===== config.mk =====
export PLATFORM = sky130hd
export DESIGN_NAME = pwm_quad_shift
export DESIGN_NICKNAME = d
export VERILOG_FILES = /design/src/rtl/pwm_quad_pkg.sv /design/src/rtl/pwm_quad_regs.sv /design/src/rtl/pwm_quad_counter.sv /design/src/rtl/pwm_quad_cmp.sv /design/src/rtl/pwm_quad_shift.sv
export SDC_FILE = /design/constraint.sdc
export NUM_CORES = 1
export LEC_CHECK = 0
export ABC_CLOCK_PERIOD_IN_PS = 4050
export BUFFER_PORTS_ARGS = -buffer_cell sky130_fd_sc_hd__buf_2
export CORE_MARGIN = 2
export CORE_UTILIZATION = 48
export DETAILED_ROUTE_END_ITERATION = 10
export PLACE_DENSITY = 0.67
export SYNTH_ARGS = -nofsm -noshare
export SYNTH_HDL_FRONTEND = slang
export SYNTH_SLANG_ARGS = --single-unit

===== constraint.sdc =====
create_clock -name clk -period 4.05 [get_ports clk]
set_input_delay 0 -clock clk [delete_from_list [all_inputs] [get_ports clk]]
set_output_delay 0 -clock clk [all_outputs]
set_load 0.02 [all_outputs]

===== src/rtl/pwm_quad_pkg.sv =====
package pwm_quad_pkg;
  // byte offsets of the register space
  localparam int unsigned OFF_CFG      = 'h00;
  localparam int unsigned OFF_CNT      = 'h08;
  localparam int unsigned OFF_WIN      = 'h10;
  localparam int unsigned OFF_CMP_BASE = 'h20;
  localparam int unsigned CMP_STRIDE   = 4;

  // configuration bit positions
  localparam int unsigned CFG_ZC_BIT   = 9;
  localparam int unsigned CFG_CONT_BIT = 12;
  localparam int unsigned CFG_ONCE_BIT = 13;

  typedef struct packed {
    logic once;
    logic cont;
    logic zero_cmp;
  } run_flags_t;
endpackage


===== src/rtl/pwm_quad_regs.sv =====
module pwm_quad_regs
  import pwm_quad_pkg::*;
#(
  parameter int unsigned NCH     = 4,
  parameter int unsigned CMP_W   = 16,
  parameter int unsigned CNT_W   = 31,
  parameter int unsigned SCALE_W = 4,
  parameter int unsigned ADDR_W  = 8,
  parameter int unsigned DATA_W  = 32
) (
  input  logic                       clk,
  input  logic                       rst_n,
  input  logic                       we,
  input  logic [ADDR_W-1:0]          addr,
  input  logic [DATA_W-1:0]          wdata,
  input  logic                       period_done,
  output logic [SCALE_W-1:0]         scale,
  output run_flags_t                 flags,
  output logic [NCH-1:0][CMP_W-1:0]  cmp,
  output logic                       cfg_wr,
  output logic                       cnt_load,
  output logic [CNT_W-1:0]           cnt_load_val
);

  logic [SCALE_W-1:0] scale_q, scale_d;
  run_flags_t         flags_q, flags_d;
  logic               flags_en;
  logic [NCH-1:0]     cmp_wr;
  logic [NCH-1:0][CMP_W-1:0] cmp_q;
  logic               unused_wbits;

  assign cfg_wr       = we && (addr == ADDR_W'(OFF_CFG));
  assign cnt_load     = we && (addr == ADDR_W'(OFF_CNT));
  assign cnt_load_val = wdata[CNT_W-1:0];
  assign unused_wbits = ^wdata[DATA_W-1:CNT_W];

  // next state of configuration
  always_comb begin
    scale_d  = cfg_wr ? wdata[SCALE_W-1:0] : scale_q;
    flags_d  = flags_q;
    flags_en = cfg_wr | period_done;
    if (cfg_wr) begin
      flags_d.zero_cmp = wdata[CFG_ZC_BIT];
      flags_d.cont     = wdata[CFG_CONT_BIT];
      flags_d.once     = wdata[CFG_ONCE_BIT];
    end else if (period_done) begin
      flags_d.once = 1'b0;
    end
  end

  always_ff @(posedge clk or negedge rst_n) begin
    if (!rst_n) begin
      scale_q <= '0;
    end else if (cfg_wr) begin
      scale_q <= scale_d;
    end
  end

  always_ff @(posedge clk or negedge rst_n) begin
    if (!rst_n) begin
      flags_q <= '0;
    end else if (flags_en) begin
      flags_q <= flags_d;
    end
  end

  for (genvar i = 0; i < NCH; i++) begin : g_cmp
    assign cmp_wr[i] = we && (addr == ADDR_W'(OFF_CMP_BASE + CMP_STRIDE * i));

    always_ff @(posedge clk or negedge rst_n) begin
      if (!rst_n) begin
        cmp_q[i] <= '0;
      end else if (cmp_wr[i]) begin
        cmp_q[i] <= wdata[CMP_W-1:0];
      end
    end
  end

  assign scale = scale_q;
  assign flags = flags_q;
  assign cmp   = cmp_q;

endmodule


===== src/rtl/pwm_quad_counter.sv =====
module pwm_quad_counter #(
  parameter int unsigned CNT_W   = 31,
  parameter int unsigned CMP_W   = 16,
  parameter int unsigned SCALE_W = 4
) (
  input  logic               clk,
  input  logic               rst_n,
  input  logic               run,
  input  logic               zero_cmp,
  input  logic [SCALE_W-1:0] scale,
  input  logic [CMP_W-1:0]   cmp0,
  input  logic               load,
  input  logic [CNT_W-1:0]   load_val,
  output logic [CNT_W-1:0]   cnt,
  output logic [CMP_W-1:0]   win,
  output logic               period_done
);

  logic [CNT_W-1:0] cnt_q, cnt_d;
  logic [CNT_W-1:0] shifted;
  logic [CNT_W-1:0] low_mask;
  logic             nat_end, cmp_end, wrap, cnt_en;
  logic             unused_hi;

  assign shifted   = cnt_q >> scale;
  assign win       = shifted[CMP_W-1:0];
  assign unused_hi = ^shifted[CNT_W-1:CMP_W];

  // bits below the window must all be ones for the last clock of a count
  assign low_mask = ~({CNT_W{1'b1}} << scale);
  assign nat_end  = (&win) && ((cnt_q & low_mask) == low_mask);
  assign cmp_end  = zero_cmp && (win == cmp0);
  assign wrap     = run && (nat_end || cmp_end);

  assign period_done = wrap && !load;
  assign cnt_en      = load | run;

  always_comb begin
    cnt_d = cnt_q;
    if (load) begin
      cnt_d = load_val;
    end else if (wrap) begin
      cnt_d = '0;
    end else if (run) begin
      cnt_d = cnt_q + 1'b1;
    end
  end

  always_ff @(posedge clk or negedge rst_n) begin
    if (!rst_n) begin
      cnt_q <= '0;
    end else if (cnt_en) begin
      cnt_q <= cnt_d;
    end
  end

  assign cnt = cnt_q;

endmodule


===== src/rtl/pwm_quad_cmp.sv =====
module pwm_quad_cmp #(
  parameter int unsigned NCH   = 4,
  parameter int unsigned CMP_W = 16
) (
  input  logic [CMP_W-1:0]          win,
  input  logic [NCH-1:0][CMP_W-1:0] cmp,
  output logic [NCH-1:0]            pwm_n
);

  for (genvar i = 0; i < NCH; i++) begin : g_ch
    // active (low) while the window lies below the threshold
    assign pwm_n[i] = ~(win < cmp[i]);
  end

endmodule


===== src/rtl/pwm_quad_shift.sv =====
module pwm_quad_shift
  import pwm_quad_pkg::*;
#(
  parameter int unsigned NCH     = 4,
  parameter int unsigned CMP_W   = 16,
  parameter int unsigned CNT_W   = 31,
  parameter int unsigned SCALE_W = 4,
  parameter int unsigned ADDR_W  = 8,
  parameter int unsigned DATA_W  = 32
) (
  input  logic              clk,
  input  logic              rst_n,
  input  logic              reg_we,
  input  logic [ADDR_W-1:0] reg_addr,
  input  logic [DATA_W-1:0] reg_wdata,
  output logic [DATA_W-1:0] reg_rdata,
  output logic [NCH-1:0]    pwm_n
);

  logic [SCALE_W-1:0]        scale;
  run_flags_t                flags;
  logic [NCH-1:0][CMP_W-1:0] cmp;
  logic                      cfg_wr, cnt_load;
  logic [CNT_W-1:0]          cnt_load_val;
  logic [CNT_W-1:0]          cnt;
  logic [CMP_W-1:0]          win;
  logic                      period_done;
  logic                      run;

  assign run = flags.cont | flags.once;

  pwm_quad_regs #(
    .NCH(NCH), .CMP_W(CMP_W), .CNT_W(CNT_W),
    .SCALE_W(SCALE_W), .ADDR_W(ADDR_W), .DATA_W(DATA_W)
  ) u_regs (
    .clk          (clk),
    .rst_n        (rst_n),
    .we           (reg_we),
    .addr         (reg_addr),
    .wdata        (reg_wdata),
    .period_done  (period_done),
    .scale        (scale),
    .flags        (flags),
    .cmp          (cmp),
    .cfg_wr       (cfg_wr),
    .cnt_load     (cnt_load),
    .cnt_load_val (cnt_load_val)
  );

  pwm_quad_counter #(
    .CNT_W(CNT_W), .CMP_W(CMP_W), .SCALE_W(SCALE_W)
  ) u_counter (
    .clk         (clk),
    .rst_n       (rst_n),
    .run         (run),
    .zero_cmp    (flags.zero_cmp),
    .scale       (scale),
    .cmp0        (cmp[0]),
    .load        (cnt_load),
    .load_val    (cnt_load_val),
    .cnt         (cnt),
    .win         (win),
    .period_done (period_done)
  );

  pwm_quad_cmp #(
    .NCH(NCH), .CMP_W(CMP_W)
  ) u_cmp (
    .win   (win),
    .cmp   (cmp),
    .pwm_n (pwm_n)
  );

  // read mux
  always_comb begin
    reg_rdata = '0;
    if (reg_addr == ADDR_W'(OFF_CFG)) begin
      reg_rdata[SCALE_W-1:0]  = scale;
      reg_rdata[CFG_ZC_BIT]   = flags.zero_cmp;
      reg_rdata[CFG_CONT_BIT] = flags.cont;
      reg_rdata[CFG_ONCE_BIT] = flags.once;
    end else if (reg_addr == ADDR_W'(OFF_CNT)) begin
      reg_rdata = DATA_W'(cnt);
    end else if (reg_addr == ADDR_W'(OFF_WIN)) begin
      reg_rdata = DATA_W'(win);
    end else begin
      for (int i = 0; i < NCH; i++) begin
        if (reg_addr == ADDR_W'(OFF_CMP_BASE + CMP_STRIDE * i)) begin
          reg_rdata = DATA_W'(cmp[i]);
        end
      end
    end
  end

endmodule



**Word-level counts from Yosys, hierarchy flattened**

Index checks and enable logic that the tools add are counted.

- Logic and storage cells: 69
- Input port bits: 43
- Register bits: 102

- Shifts and indexed selects: 2
- Reduce and logical (&&, ||, !) cells: 19
- Muxes and demuxes: 17
- $add $sub $neg: 1
- Bitwise operators: 9
- Eq/ne operators: 8
- Order comparisons: 4

Operator list:

| operator | count |
|---|---|
| two-way mux 32 bit | 5 |
| two-way mux 31 bit | 3 |
| less-than comparator 16 bit | 4 |
| equality test 8 x 6 -> 1 bit (second input constant) | 4 |
| adder 31 x 1 -> 31 bit (second input constant) | 1 |
| bitwise AND 31 bit | 1 |
| equality test 31 bit | 1 |
| NOT 31 bit | 1 |
| << shifter 31 x 4 -> 31 bit (first input constant) | 1 |
| >> shifter 31 x 4 -> 16 bit | 1 |
| two-way mux 18 bit | 1 |
| equality test 16 bit | 1 |
| two-way mux 16 bit | 1 |
| AND reduction 16 bit | 1 |
| logical AND 1 bit | 10 |
| equality test 8 x 4 -> 1 bit (second input constant) | 1 |
| equality test 8 x 5 -> 1 bit (second input constant) | 1 |
| zero test 8 bit | 1 |
| AND reduction 2 bit | 3 |
| two-way mux 5 bit | 1 |
| two-way mux 2 bit | 2 |
| two-way mux 4 bit | 1 |
| NOT 1 bit | 4 |
| two-way mux 1 bit | 3 |
| other kinds (5) | 7 |

**Longest topological paths before layout**

- Depth in word-level cells: 10
- Mapped depth: 19

**Hierarchy**

From an unflattened synthesis, not the netlist that was laid out.

- Cell total of the unflattened synthesis: 1112
- Area total of the unflattened synthesis: 10283.6 um^2

By module, submodules not included:

| module | seq. area each (um^2) | cells each | instances | area an instance (um^2) |
|---|---|---|---|---|
| pwm_quad_counter | 775.7 | 535 | 1 | 4508.1 |
| pwm_quad_regs | 1776.7 | 191 | 1 | 2961.6 |
| pwm_quad_cmp | 0.0 | 208 | 1 | 1531.5 |
| pwm_quad_shift | 0.0 | 178 | 1 | 1282.5 |

**Least setup slack after synthesis**

OpenSTA, ideal clock, no wires.

- Kind: register to register
- Start point: reg u_regs.scale_q[1], in the netlist u_regs.scale[1]
- End point: reg u_counter.cnt_q[7], in the netlist u_counter.cnt[7]
- Stages on the path, launching flop included: 17
- Slack: 471 ps
- Period minus slack after synthesis: 3579 ps
- Buffers on the path: 4
- Arrival: 3433 ps
- Required time: 3904 ps
- Cell sequence: dfrtp_1 > buf_6 > buf_12 > buf_12 > mux4_1 > mux2i_1 > a21oi_1 > ha_1 > and4_1 > nand3_1 > nor3_1 > nor2_1 > o21ai_1 > clkbuf_1 > nor2_1 > o21ai_0 > o311ai_0

- Word-level cells in the longest chain between the ends: 9

RTL lines:

| item | line | source |
|---|---|---|
| from (decl) | pwm_quad_regs.sv:25 | `logic [SCALE_W-1:0] scale_q, scale_d;` |
| from (signal assigned) | pwm_quad_regs.sv:55 | `scale_q <= scale_d;` |
| << shifter 31 x 4 -> 31 bit | pwm_quad_counter.sv:30 | `assign low_mask = ~({CNT_W{1'b1}} << scale);` |
| NOT 31 bit | pwm_quad_counter.sv:30 |  |
| bitwise AND 31 bit | pwm_quad_counter.sv:31 | `assign nat_end = (&win) && ((cnt_q & low_mask) == low_mask);` |
| equality test 31 bit | pwm_quad_counter.sv:31 |  |
| logical AND 1 bit | pwm_quad_counter.sv:31 |  |
| logical OR 1 bit (*) | pwm_quad_counter.sv:33 | `assign wrap = run && (nat_end \|\| cmp_end);` |
| logical AND 1 bit (*) | pwm_quad_counter.sv:33 |  |
| nonzero test 3 bit (no line) or two-way mux 31 bit (tied branches) | n/a |  |
| AND reduction 2 bit (no line) or two-way mux 31 bit (tied branches) | n/a |  |
| to (signal assigned) | pwm_quad_counter.sv:53 | `cnt_q <= cnt_d;` |
| to (decl) | pwm_quad_counter.sv:19 | `logic [CNT_W-1:0] cnt_q, cnt_d;` |

Every way passes the cells marked *; elsewhere a longest branch is shown, timed or not.
A chain may end at the register's enable or synchronous reset.

**Worst setup path after layout**

- Start point: reg u_regs.scale_q[1], in the netlist u_regs.scale[1]
- End point: out pwm_n[3]

- Word-level cells in the longest chain between the ends: 3

RTL lines:

| item | line | source |
|---|---|---|
| >> shifter 31 x 4 -> 16 bit | pwm_quad_counter.sv:25 | `assign shifted = cnt_q >> scale;` |
| less-than comparator 16 bit | pwm_quad_cmp.sv:12 | `assign pwm_n[i] = ~(win < cmp[i]);` |
| NOT 1 bit | pwm_quad_cmp.sv:12 |  |
| to (decl) | pwm_quad_shift.sv:17 | `output logic [NCH-1:0] pwm_n` |

No other way between the ends.

==> impl_metrics.json <==
{
  "gp_congestion": 0.9769,
  "crit_type": "register to output port",
  "arrival_ns": 3.96,
  "vias_per_cell": 6.426,
  "fillCellCount": 1598,
  "cts_tree": "built",
  "fin_skew_ns": 0.01209,
  "cpPeakStageDelay_ns": 0.60,
  "drive_gt1_share_pct": 25.64,
  "status": "complete, but fails checks",
  "io_buffers": 76,
  "clk_pin_slew_ns": 0.07,
  "met1_length_um": 12120,
  "fin_ws_ns": 0.09453,
  "mostFrequentLayoutCells": "nand2_1, dfrtp_1, inv_1, buf_2, mux2_2",
  "whs_path_depth": 2,
  "vdd_drop_max_mv": 0.2186,
  "critPathBufInv": 4,
  "synth_nets": 1041,
  "track_usage_pct": 29.55,
  "num_antenna_cells": 0,
  "io_pins": 79,
  "ff2ff_setup_slack_ns": 0.17,
  "critPathRequiredTime_ns": 4.05,
  "grt_max_degree": 62,
  "grt_pass1_vias": 7830,
  "die_y_um": 140.0,
  "core-area_mm2": 0.01809,
  "drt-total-wl_um": 28730,
  "nNetsFinal": 1153,
  "ys_ff_latch": 102,
  "end_kind": "output port",
  "synthesis.area_mm2": 0.008882,
  "synth-edff-count": 0,
  "pre_cts_ws_ns": -0.008321,
  "cts_sinks": 102,
  "fin_crit_sh_pct": 97.67,
  "hold_class": "input pin to register",
  "cts_buffers": 9,
  "start_util_pct": 49.11,
  "ant_nets": 0,
  "firstDrtPassIters": 9,
  "path_common_cell": "a21o_1",
  "ys_warn_count": 0,
  "antenna_found_initial": 2,
  "hp-start": "reg_wdata[12]",
  "p_per_area_mw_per_mm2": 355.9,
  "multi_input_area_mm2": 0.005682,
  "rows": 49,
  "violations": "design-rule violations",
  "avgRoutedWirePerCell_um": 22.41,
  "final_util_pct": 56.56,
  "ys_seq_area_share_pct": 28.74,
  "crit_fanout": 6,
  "wl_met2_um": 12910,
  "dr.first_iter.drc_count": 1142,
  "final_common_cell": "nand2_1",
  "clock.fmax_mhz": 252.8,
  "worstMarginPinSlew_ns": 0.9886,
  "h-tree-depth": 3,
  "grt_pass1_wl_um": 45090,
  "routed.top_layer": "met4",
  "p_leak_nw": 4.778,
  "critPathSlowestCell": "mux4_1",
  "cp_cell_sequence": "buf_4, mux4_1, mux2i_2, a21o_1, inv_1, buf_4, ha_1, a21o_1, a21o_1, a21o_1, a21o_1, a21o_1, a21oi_1, nor2b_1, a211o_1, buf_2",
  "syn_to_final_growth_pct": 15.17,
  "avgSynthCellArea_um2": 9.490,
  "r2r_cells": 17,
  "p_total_mw": 3.641,
  "maxCapViolations": 0,
  "synthArstFlopShare_pct": 100.0,
  "stdcell_area_mm2": 0.01023,
  "clk_path_buf_depth": 2,
  "final-seq-area_mm2": 0.002557,
  "reg2reg_from": "u_regs.scale[1]$_DFFE_PN0P_",
  "setup_violations": 0,
  "fp.dieArea_mm2": 0.01961,
  "slew_headroom_pct": 33.91,
  "insertion_delay_ns": 0.36,
  "finalSetupTns_ns": 0,
  "routed-via-count": 8238,
  "cts_root_buf": "clkbuf_16",
  "hold_viol": 0,
  "place_area_mm2": 0.009609,
  "min_period_ns": 3.955,
  "slew_violations": 0,
  "synthCells": 936,
  "overflow": 0,
  "place_hpwl_um": 21150,
  "startpoint_type": "register",
  "critPathTopFamily": "compound AO/OA/AOI/OAI gates",
  "drcViolationCount": 1,
  "ys_types": 68,
  "die_w_um": 140.0,
  "wl_met3_um": 2811,
  "hold_end": "u_regs.cmp[44]$_DFFE_PN0P_",
  "synth_flop_cell": "dfrtp_1",
  "timing.rr.end": "u_counter.cnt[16]$_DFFE_PN0P_"
}
[sequential cells by signal (all words and copies together), names as in the netlist]
name,cells
u_counter.cnt,31
u_regs.cmp,64
u_regs.flags,3
u_regs.scale,4
[layout make-up]
type                            instances  area share [%]
Multi-Input combinational cell        691           55.54
Clock buffer                           11           2.373
Sequential cell                       102           25.00
Tap cell                              229           2.801
Clock inverter                          5          0.3180
Timing Repair Buffer                  167           11.14
Inverter                               77           2.825
[layer usage]
layer / GRT usage [%] / vias up
met3: 5.197 / 62
met1: 41.70 / 3985
met4: 10.58 / 0
met2: 45.97 / 471
met5: 0 / -
li1: - / 3720
[power breakdown]
part | internal (mW) | total, mW | switching (mW) | leakage (nW)
combinational | 0.668 | 1.53 | 0.858 | 3.25
sequential | 1.11 | 1.27 | 0.159 | 1.39
clock | 0.435 | 0.849 | 0.414 | 0.140
total | 2.21 | 3.64 | 1.43 | 4.78
[what timing repair did]
item | in CTS | in global routing
endpoints found under the hold margin | 102 | 0
resized for setup | 1 | 15
pin swaps | 0 | 1
setup endpoints to repair | 5 | 27
setup buffers | 1 | 8
hold buffers | 23 | 0
[synthesized netlist by cell type, types with 3 or more instances]
library cell	instances	area share (%)
o21a_1	3	0.25
nor3_1	17	0.96
nor2_1	38	1.6
and3_1	18	1.3
or3_1	3	0.21
nor2b_1	15	1.1
mux4_2	14	3.5
buf_12	3	0.68
nand2_1	108	4.6
o311ai_0	3	0.30
clkbuf_1	36	1.5
mux4_1	23	6.8
and4_1	7	0.69
a22o_1	10	0.99
o31ai_1	4	0.34
nand3_1	25	1.4
a32oi_1	3	0.30
ha_1	62	8.7
inv_1	76	3.2
mux2_2	71	9.0
a31oi_1	9	0.63
o22ai_1	4	0.28
nor3b_1	3	0.25
a22oi_1	18	1.5
dfrtp_1	102	29
a21oi_1	37	2.1
and2_1	20	1.4
buf_2	7	0.39
nand4_1	16	1.1
o21ai_0	40	2.3
a21o_1	21	1.8
a221o_1	7	0.79
o221ai_1	7	0.69
buf_6	14	1.8
nor4_1	6	0.42
nand2b_1	10	0.70
o211ai_1	5	0.42
a222oi_1	11	1.2
mux2i_1	20	2.3
[cells by family (layout without fill, tap and decap cells)]
logic type	after synthesis	count (layout)	synth area share, %
adders and majority gates	62	62	8.734
muxes	128	128	21.61
AOI/OAI and AO/OA	204	204	16.06
and+or+nand+nor	296	296	16.81
other	1	1	0.04222
DFF	102	102	28.74
buffers and inverters	143	260	8.015
[through the flow]
step,std cells,hold WS [ns]
floorplan,936,-0.2956
global placement,1234,0.1540
detailed placement,1234,0.1424
CTS,1274,0.002706
global route,1282,0.001850
finish,1282,0.01265
[worst max-delay path by stage]
stage	from	end	slack, ns	cells past startpoint
after floorplan	u_regs.scale[1]$_DFFE_PN0P_	u_counter.cnt[7]$_DFFE_PN0P_	0.47	16
after global placement	u_regs.scale[1]$_DFFE_PN0P_	u_counter.cnt[16]$_DFFE_PN0P_	0.06	16
after detailed placement	u_regs.scale[1]$_DFFE_PN0P_	u_counter.cnt[21]$_DFFE_PN0P_	-0.008	16
after CTS	u_regs.scale[1]$_DFFE_PN0P_	pwm_n[1]	0.02	16
after global routing	u_regs.scale[1]$_DFFE_PN0P_	pwm_n[3]	-0.009	16
final	u_regs.scale[1]$_DFFE_PN0P_	pwm_n[3]	0.09	16
Note: power is estimated with default switching activity, not from simulation.
